`src/rtl/rng_cmd_ctrl.sv`:
```
module rng_cmd_ctrl #(
  parameter int          AW       = 8,
  parameter int          CW       = 16,
  parameter int          GEN_LAT  = 8,
  parameter int          SEED_LAT = 16,
  parameter logic [31:0] GEN_POLY = 32'h8020_0003,
  parameter logic [31:0] ENT_POLY = 32'hA300_0001,
  parameter logic [31:0] ENT_INIT = 32'h1F2E_3D4C
) (
  input  logic          clk,
  input  logic          rst_n,
  input  logic          wr_en,
  input  logic [AW-1:0] wr_addr,
  input  logic [31:0]   wr_data,
  input  logic [AW-1:0] rd_addr,
  output logic [31:0]   rd_data,
  output logic          irq
);
  localparam int LW = $clog2((GEN_LAT > SEED_LAT) ? GEN_LAT : SEED_LAT) + 1;
  localparam logic [LW-1:0] GEN_LAST  = LW'(GEN_LAT - 1);
  localparam logic [LW-1:0] SEED_LAST = LW'(SEED_LAT - 1);
  localparam logic [AW-1:0] A_CMD  = AW'(8'h00);
  localparam logic [AW-1:0] A_STAT = AW'(8'h04);
  localparam logic [AW-1:0] A_MODE = AW'(8'h08);
  localparam logic [AW-1:0] A_SCFG = AW'(8'h0C);
  localparam logic [AW-1:0] A_IEN  = AW'(8'h10);
  localparam logic [AW-1:0] A_CAUS = AW'(8'h14);
  localparam logic [AW-1:0] A_REQ  = AW'(8'h60);
  localparam logic [AW-1:0] A_AGE  = AW'(8'h64);

  function automatic logic [31:0] lfsr_step(input logic [31:0] s, input logic [31:0] p);
    return (s >> 1) ^ (s[0] ? p : 32'h0);
  endfunction

  logic [31:0]   ent_q, gst_q;
  logic [31:0]   word_q [8];
  logic          gen_busy, seed_busy, seeded, lock_d, age_due;
  logic [LW-1:0] cnt;
  logic          wide, nonce, mission;
  logic [15:0]   nonce_f;
  logic [3:0]    ien;
  logic          ien_glb;
  logic [2:0]    cause;
  logic [CW-1:0] req_rl, age_rl, req_left, age_left;

  wire        cmd_wr   = wr_en && wr_addr == A_CMD;
  wire        gen_done = gen_busy && cnt == GEN_LAST;
  wire        seed_done = seed_busy && cnt == SEED_LAST;
  wire        lock_now = seeded && gst_q == 32'h0;
  wire        age_fire = age_rl != '0 && age_left == CW'(1);
  wire        req_hit  = req_rl != '0 && req_left <= CW'(1);
  wire [31:0] seed_val = nonce ? {nonce_f, nonce_f} : ent_q;
  wire [31:0] gst_nx   = lfsr_step(gst_q, GEN_POLY);
  wire [2:0]  cause_set = {lock_now && !lock_d, seed_done, gen_done};
  wire [2:0]  cause_clr = (wr_en && wr_addr == A_CAUS) ? {wr_data[4], wr_data[1:0]} : 3'b0;

  assign irq = ien_glb && |(cause & {ien[3], ien[1:0]});

  always_ff @(posedge clk or negedge rst_n) begin
    if (!rst_n) begin
      ent_q <= ENT_INIT; gst_q <= '0; gen_busy <= 1'b0; seed_busy <= 1'b0;
      seeded <= 1'b0; lock_d <= 1'b0; age_due <= 1'b0; cnt <= '0;
      wide <= 1'b0; nonce <= 1'b0; mission <= 1'b0; nonce_f <= '0;
      ien <= '0; ien_glb <= 1'b0; cause <= '0;
      req_rl <= '0; age_rl <= '0; req_left <= '0; age_left <= '0;
      for (int i = 0; i < 8; i++) word_q[i] <= '0;
    end else begin
      ent_q  <= lfsr_step(ent_q, ENT_POLY);
      lock_d <= lock_now;
      cause  <= (cause & ~cause_clr) | cause_set;
      if (age_rl != '0 && age_left != '0) age_left <= age_left - 1'b1;

      if (gen_busy) begin
        cnt   <= cnt + 1'b1;
        gst_q <= gst_nx;
        if (cnt < LW'(8)) word_q[cnt[2:0]] <= gst_nx;
        if (gen_done) begin
          gen_busy <= 1'b0;
          cnt      <= '0;
          if (req_rl != '0 && !req_hit) req_left <= req_left - 1'b1;
          if (req_hit || age_fire || age_due) begin
            seed_busy <= 1'b1;
            age_due   <= 1'b0;
            req_left  <= '0;
          end
        end else if (age_fire) begin
          age_due <= 1'b1;
        end
      end else if (seed_busy) begin
        cnt <= cnt + 1'b1;
        if (seed_done) begin
          seed_busy <= 1'b0;
          cnt       <= '0;
          gst_q     <= seed_val;
          seeded    <= 1'b1;
          req_left  <= req_rl;
          age_left  <= age_rl;
          age_due   <= 1'b0;
        end
      end else if (age_fire || age_due) begin
        seed_busy <= 1'b1;
        age_due   <= 1'b0;
      end else if (cmd_wr && wr_data == 32'd1 && seeded) begin
        gen_busy <= 1'b1;
      end else if (cmd_wr && wr_data == 32'd2) begin
        seed_busy <= 1'b1;
      end

      if (wr_en) begin
        case (wr_addr)
          A_MODE: wide <= wr_data[3];
          A_SCFG: begin nonce <= wr_data[2]; mission <= wr_data[8]; nonce_f <= wr_data[31:16]; end
          A_IEN:  begin ien <= {wr_data[4], 1'b0, wr_data[1:0]}; ien_glb <= wr_data[31]; end
          A_REQ:  begin req_rl <= wr_data[CW-1:0]; req_left <= wr_data[CW-1:0]; end
          A_AGE:  begin age_rl <= wr_data[CW-1:0]; age_left <= wr_data[CW-1:0]; end
          default: ;
        endcase
      end
    end
  end

  always_comb begin
    rd_data = '0;
    if (rd_addr[AW-1:5] == '0 && rd_addr[4:0] >= 5'h0 && rd_addr < AW'(8'h20)) begin
      case (rd_addr)
        A_STAT: begin
          rd_data[31] = seed_busy; rd_data[30] = gen_busy; rd_data[27] = lock_now;
          rd_data[9] = seeded; rd_data[8] = mission; rd_data[3] = wide; rd_data[2] = nonce;
        end
        A_MODE: rd_data[3] = wide;
        A_SCFG: begin rd_data[31:16] = nonce_f; rd_data[8] = mission; rd_data[2] = nonce; end
        A_IEN:  begin rd_data[31] = ien_glb; rd_data[4] = ien[3]; rd_data[1:0] = ien[1:0]; end
        A_CAUS: begin rd_data[4] = cause[2]; rd_data[1:0] = cause[1:0]; end
        default: ;
      endcase
    end else if (rd_addr[AW-1:5] == (AW-5)'(1)) begin
      if (wide || !rd_addr[4]) rd_data = word_q[rd_addr[4:2]];
    end else if (rd_addr == A_REQ) begin
      rd_data[CW-1:0] = req_rl;
    end else if (rd_addr == A_AGE) begin
      rd_data[CW-1:0] = age_rl;
    end
  end

  p_one_busy_r6: assert property (@(posedge clk) disable iff (!rst_n)
    !(gen_busy && seed_busy));
  p_gen_seeded_r6: assert property (@(posedge clk) disable iff (!rst_n)
    gen_busy |-> seeded);
  p_ready_flag_r3: assert property (@(posedge clk) disable iff (!rst_n)
    $fell(gen_busy) |-> cause[0]);
  p_seed_flag_r2: assert property (@(posedge clk) disable iff (!rst_n)
    $fell(seed_busy) |-> (seeded && cause[1]));
  p_lock_flag_r11: assert property (@(posedge clk) disable iff (!rst_n)
    $rose(lock_now) |=> cause[2]);
  p_irq_gate_r8: assert property (@(posedge clk) disable iff (!rst_n)
    (cause == 3'b0) |-> !irq);
endmodule

```
`config.mk`:
```
export PLATFORM = sky130hd
export DESIGN_NAME = rng_cmd_ctrl
export DESIGN_NICKNAME = d
export VERILOG_FILES = /design/src/rtl/rng_cmd_ctrl.sv
export SDC_FILE = /design/constraint.sdc
export NUM_CORES = 1
export LEC_CHECK = 0
export ABC_AREA = 1
export CAP_MARGIN = 0
export CORE_MARGIN = 4
export CORE_UTILIZATION = 51
export CTS_BUF_LIST = sky130_fd_sc_hd__clkbuf_2
export DETAILED_ROUTE_END_ITERATION = 12
export DONT_BUFFER_PORTS = 1
export GPL_ROUTABILITY_DRIVEN = 1
export PLACE_DENSITY = 0.76
export SLEW_MARGIN = 20
export SYNTH_ARGS = -nofsm -noshare
export SYNTH_HDL_FRONTEND = slang
export SYNTH_SLANG_ARGS = --single-unit
```
`constraint.sdc`:
```
create_clock -name clk -period 2.7 [get_ports clk]
set_clock_uncertainty 0.1 [all_clocks]
set_input_delay 0.405 -clock clk [delete_from_list [all_inputs] [get_ports clk]]
set_output_delay 0.405 -clock clk [all_outputs]
set_load 0.02 [all_outputs]
```
# Word level (Yosys, flattened, before mapping)

Index checks and enable logic that the tools add are counted.

Add/sub/neg operators: 3
$lt $le $gt $ge: 7
Equal/unequal tests: 24
Multiplexer cells: 72
Bitwise gates (word level): 9
Reductions and logical operators: 46

Operators with widths:

| cell                                                                              | number |
|---|---|
| 32-bit 2-to-1 mux                                                                 | 10 |
| 16-bit 2-to-1 mux                                                                 | 19 |
| 256-bit bitwise mux                                                               | 1 |
| 32-bit binary-select mux with 3-bit select                                        | 1 |
| 32-bit demux with 3-bit select                                                    | 1 |
| 31-bit by 32-bit XOR with 32-bit output                                           | 2 |
| 16-bit nonzero test                                                               | 3 |
| 32-bit by 1-bit == test with 1-bit output, second input constant                  | 1 |
| 32-bit by 2-bit == test with 1-bit output, second input constant                  | 1 |
| 8-bit by 4-bit == test with 1-bit output, second input constant                   | 4 |
| 8-bit by 5-bit == test with 1-bit output, second input constant                   | 4 |
| 8-bit by 7-bit == test with 1-bit output, second input constant                   | 4 |
| 32-bit zero test                                                                  | 1 |
| 16-bit by 1-bit subtractor with 16-bit output, second input constant              | 2 |
| 5-bit 2-to-1 mux                                                                  | 5 |
| 1-bit 2-to-1 mux                                                                  | 24 |
| 1-bit logical AND                                                                 | 17 |
| 16-bit by 1-bit == test with 1-bit output, second input constant                  | 1 |
| 16-bit by 1-bit less-or-equal comparator with 1-bit output, second input constant | 1 |
| 2-bit AND reduction                                                               | 8 |
| 11-bit 2-to-1 mux                                                                 | 1 |
| 8-bit by 3-bit == test with 1-bit output, second input constant                   | 1 |
| 4-bit greater-or-equal comparator, second input constant                          | 2 |
| 8-bit zero test                                                                   | 1 |
| other kinds (31)                                                                  | 46 |

Register bits after elaboration: 420
Input bits: 51
Word-level logic and storage cells: 188

# Depth between registers and ports, before layout

Depth after elaboration: 10
Gate-level depth with buffers: 14
Mapped depth without buffers: 14

# Worst setup path after synthesis

OpenSTA, ideal clock, no wires.

Kind: register to output
Start point: register gst_q[0]
End point: output port rd_data[27]
Data arrival time: 1.639 ns
Required time: 2.195 ns
Slack: 0.556 ns
Cell stages (with the launch flop): 8
Path buffers: 1
Cells stage by stage: dfrtp_1 -> clkbuf_1 -> inv_1 -> ha_1 -> nand4_1 -> nor4_1 -> nand2_1 -> o211ai_1

Cells in the longest elaborated chain, start to end: 4

Ends and longest elaborated chain:

| what                                  | RTL line | source |
|---|---|---|
| from (decl)                           | 35       | `logic [31:0] ent_q, gst_q;` |
| from (signal assigned)                | 75       | `gst_q <= gst_nx;` |
| from (signal assigned)                | 94       | `gst_q <= seed_val;` |
| 32-bit zero test                      | 49       | `wire lock_now = seeded && gst_q == 32'h0;` |
| 1-bit logical AND                     | 49       |  |
| 1-bit one-hot mux with 2 select lines | 125      | `case (rd_addr)` |
| 16-bit 2-to-1 mux                     | 124      | `if (rd_addr[AW-1:5] == '0 && rd_addr[4:0] >= 5'h0 && rd_addr < AW'(8'h20)) begin` |
| to (decl)                             | 16       | `output logic [31:0] rd_data,` |

No other way between the ends.

# Final worst setup path

Start point: register gst_q[18]
End point: output port rd_data[27]

Same word-level chain as after synthesis.

==> flow_results.xml <==
<?xml version="1.0" encoding="UTF-8"?>
<metrics>
  <group name="logic_synthesis">
    <metric name="synth-seq-area-share" unit="">0.533</metric>
    <metric name="ys.warnings.count" unit="">0</metric>
    <metric name="mappedNetlistNets" unit="">2446</metric>
    <metric name="post_synthesis_cell_type_with_the_largest_combined_area" unit="">sky130_fd_sc_hd__dfrtp_1</metric>
    <metric name="synth.ff_latch_count" unit="">420</metric>
    <metric name="synth-main-ff-cell" unit="">sky130_fd_sc_hd__dfrtp_1</metric>
    <metric name="synth_cell_types" unit="">47</metric>
    <metric name="cell_area_synth" unit="µm²">19800</metric>
    <metric name="synth-edff-count" unit="">0</metric>
    <metric name="syn_avg_cell_area" unit="µm²">8.28</metric>
    <metric name="synth_top_area_frac" unit="">0.510</metric>
    <metric name="synthTopCellsByArea" unit="">sky130_fd_sc_hd__dfrtp_1 (51%), sky130_fd_sc_hd__nand2_1 (12%), sky130_fd_sc_hd__o21ai_0 (8.7%)</metric>
    <metric name="netlist_instances" unit="">2387</metric>
    <metric name="synth_async_sr_flop_share" unit="">1.00</metric>
  </group>
  <group name="clock_tree">
    <metric name="clock_latency_on_the_worst_skew_pair" unit="ns">1.04</metric>
    <metric name="post_cts_hold_buffer_count" unit="">55</metric>
    <metric name="h-tree-depth" unit="">3</metric>
    <metric name="clk_root_buffer_cell" unit="">sky130_fd_sc_hd__clkbuf_2</metric>
    <metric name="tritoncts_clock_tree" unit="">built</metric>
    <metric name="cts_buffer_depth" unit="">3</metric>
    <metric name="cts.reportedPaths.clkPinSlew" unit="ns">0.10</metric>
    <metric name="clock_sinks" unit="">420</metric>
    <metric name="tritoncts.num_buffers" unit="">101</metric>
  </group>
  <group name="run_status">
    <metric name="status" unit="">complete, but fails checks</metric>
    <metric name="violations_in_the_final_reports" unit="">negative hold slack, negative setup slack</metric>
  </group>
  <group name="power_and_ir_drop">
    <metric name="finalPower" unit="mW">11.6</metric>
    <metric name="power.static_leakage" unit="nW">10.6</metric>
    <metric name="cellInternalPower" unit="mW">8.26</metric>
    <metric name="net-switching-power" unit="mW">3.37</metric>
    <metric name="p_comb_frac" unit="">0.083</metric>
    <metric name="netSwitchingFraction" unit="">0.290</metric>
    <metric name="clkPwrFrac" unit="">0.351</metric>
    <metric name="sequential_power_share" unit="">0.566</metric>
    <metric name="cellPowerDensity" unit="nW/µm²">501</metric>
    <metric name="vdd_drop_max" unit="V">0.000433</metric>
  </group>
  <group name="grt">
    <metric name="grt_first_pass_wirelength" unit="µm">98400</metric>
    <metric name="antenna_found_initial" unit="">2</metric>
    <metric name="grt_pass1_vias" unit="">17900</metric>
    <metric name="grt_use_total" unit="">0.299</metric>
    <metric name="largest_net_degree_at_the_start_of_global_routing" unit="">421</metric>
    <metric name="grt_remaining_overflow" unit="">0</metric>
  </group>
  <group name="setup_path">
    <metric name="critPathLaunchType" unit="">flop</metric>
    <metric name="crit_path_max_fanout" unit="">2</metric>
    <metric name="cp_data_required_time" unit="ns">2.19</metric>
    <metric name="r2r.worst_path.cells" unit="">12</metric>
    <metric name="reg2reg_from" unit="">age_left[3]</metric>
    <metric name="critical_path.reg2reg.endpoint" unit="">req_left[2]</metric>
    <metric name="critPathCaptureType" unit="">primary output</metric>
    <metric name="setup_crit_path_kind" unit="">reg2out</metric>
    <metric name="arrival" unit="ns">2.61</metric>
    <metric name="setup_slack_of_the_most_critical_reg_to_reg_path" unit="ns">0.08</metric>
  </group>
  <group name="floorplan">
    <metric name="die_extent_in_x" unit="µm">205</metric>
    <metric name="dieArea" unit="µm²">42000</metric>
    <metric name="die-height" unit="µm">205</metric>
    <metric name="floorplan.initialDensity" unit="">0.521</metric>
    <metric name="core_area" unit="µm²">37900</metric>
    <metric name="ioPinCount" unit="">84</metric>
    <metric name="placement_rows" unit="">71</metric>
  </group>
  <group name="place">
    <metric name="gp_congestion" unit="">0.967</metric>
    <metric name="post-dp-hpwl" unit="µm">40500</metric>
    <metric name="io_buffers" unit="">0</metric>
  </group>
  <group name="drt">
    <metric name="viasPerCell" unit="">5.87</metric>
    <metric name="firstDrtPassIters" unit="">8</metric>
    <metric name="detailedRoute.firstIterationViolations" unit="">2005</metric>
    <metric name="postRouteAntennaNets" unit="">0</metric>
    <metric name="dr_total_vias" unit="">18300</metric>
    <metric name="route.detailed.wl_per_inst" unit="µm">20.2</metric>
    <metric name="wl" unit="µm">63000</metric>
    <metric name="drt_drc_violations_left" unit="">0</metric>
  </group>
  <group name="flow_run">
    <metric name="timing.max_cap.violations" unit="">0</metric>
  </group>
  <group name="sta">
    <metric name="timing.max_slew.rel_slack" unit="">0.262</metric>
    <metric name="fmaxAchievable" unit="GHz">0.321</metric>
    <metric name="number_of_setup_violations_in_the_final_report" unit="">27</metric>
    <metric name="tightestPinTransition" unit="ns">1.10</metric>
    <metric name="postLayoutSetupSlackWorst" unit="ns">-0.418</metric>
    <metric name="tns" unit="ns">-3.52</metric>
    <metric name="finalHoldViolations" unit="">420</metric>
    <metric name="rsz0062_at_grt" unit="">yes</metric>
    <metric name="hold_slack" unit="ns">-1.05</metric>
    <metric name="layout_worst_path_cycle_share" unit="">1.15</metric>
    <metric name="finalCriticalPeriod" unit="ns">3.12</metric>
    <metric name="final_max_slew_viols" unit="">0</metric>
  </group>
  <group name="final_layout">
    <metric name="drive_above_1_share" unit="">0.187</metric>
    <metric name="mostFrequentLayoutCell" unit="">sky130_fd_sc_hd__nand2_1</metric>
    <metric name="most-common-layout-cells" unit="">sky130_fd_sc_hd__nand2_1 (626), sky130_fd_sc_hd__dfrtp_1 (394), sky130_fd_sc_hd__o21ai_0 (344), sky130_fd_sc_hd__inv_1 (247), sky130_fd_sc_hd__clkbuf_2 (148)</metric>
    <metric name="postLayoutCoreUtil" unit="">0.611</metric>
    <metric name="area_growth_syn_to_layout" unit="%">17.3</metric>
    <metric name="design.final.nets" unit="">2598</metric>
    <metric name="fillerInstances" unit="">3056</metric>
  </group>
  <group name="worst_hold_path">
    <metric name="min-delay-path-class" unit="">in2async</metric>
  </group>
</metrics>
stage by stage:
stage                     instances  instance area [µm²]  setup slack (ns)
after floorplan                2387                19800             0.556
after detailed placement       2853                20600             0.205
after CTS                      3105                22700            -0.436
final                          3122                23200            -0.418
after global routing           3122                23200            -0.524
after global placement         2853                20600             0.231
flip-flops by register name, summed over array words and instances, names as in the netlist, 3 cells and up:
name,cells
gst_q,32
ien,3
ent_q,32
age_left,16
age_rl,16
req_rl,16
cause,3
req_left,16
word_q,256
cnt,5
nonce_f,16
routing by layer:
metal	vias up	track usage	share of wire
li1	8249	-	-
met1	8808	0.398	0.39
met2	1117	0.454	0.46
met3	162	0.101	0.12
met4	0	0.119	0.032
met5	-	0	0
worst max-delay path, cell delays in order (launching register included):
cell and delay [ns]:
sky130_fd_sc_hd__dfrtp_2 0.42, sky130_fd_sc_hd__inv_2 0.07, sky130_fd_sc_hd__nand4_1 0.12, sky130_fd_sc_hd__nor4_2 0.36, sky130_fd_sc_hd__nand2_1 0.19, sky130_fd_sc_hd__o211ai_1 0.23, sky130_fd_sc_hd__buf_4 0.18
synthesized netlist by cell type (all sizes together), types with 3 or more instances:
cell type  count
buf           41
o211ai        15
clkbuf        78
xor2          10
a22oi         55
nor3          10
or2            3
dfrtp        403
ha             8
dfstp         17
a21oi         38
clkinv         5
o2111ai       21
o21bai         6
nand3         81
nor4           8
inv          296
o21ai        361
mux2          11
o22ai         43
nand2        660
nand3b         3
nor2         131
a221oi        29
nand4         26
o221ai        18
timing repair:
action,4_1_cts,5_1_grt
pin swaps,51,45
hold endpoints to repair,512,420
setup endpoints to repair,32,105
resized for setup,152,89
gates cloned,0,0
setup buffers,26,20
cell families (layout without fill, tap and decap cells):
kind of cell               Yosys count  after routing  synth area share
buffers and inverters              420            642            0.0833
adders and majority gates            8              8           0.00507
DFF                                420            420             0.533
other                                0              2                 0
xor gates and xnor gates            10             10           0.00443
and+or+nand+nor                    924            924             0.191
AOI/OAI and AO/OA                  594            594             0.177
muxes                               11             11           0.00627
layout make-up:
| cell class | instances | area (µm²) | area share |
|---|---|---|---|
| Antenna cell | 2 | 5.00 | 0.000216 |
| Tap cell | 511 | 639 | 0.0276 |
| Inverter | 301 | 1150 | 0.0498 |
| Clock inverter | 25 | 130 | 0.00562 |
| Clock buffer | 148 | 741 | 0.0320 |
| Sequential cell | 420 | 10500 | 0.455 |
| Timing Repair Buffer | 168 | 1590 | 0.0687 |
| Multi-Input combinational cell | 1547 | 8370 | 0.361 |
power groups by stage:
stage          clock network [mW]  logic, mW  registers [mW]
2_1_floorplan                   0      0.564            6.65
3_5_place_dp                    0      0.775            6.69
3_3_place_gp                    0      0.758            6.69
5_1_grt                      4.47       1.05            6.60
6_report                     4.08      0.961            6.58
4_1_cts                      4.13      0.904            6.57
how the worst max path moves through the flow:
stage / start / end / slack, ns / depth (start not counted)
floorplan: gst_q[0] / rd_data[27] / 0.56 / 7
global placement: rd_addr[6] / rd_data[7] / 0.23 / 6
detailed placement: rd_addr[4] / rd_data[6] / 0.20 / 5
CTS: gst_q[18] / rd_data[27] / -0.44 / 6
global route: gst_q[0] / rd_data[27] / -0.52 / 7
finish: gst_q[18] / rd_data[27] / -0.42 / 6
Power figures use the tool's default switching activity.
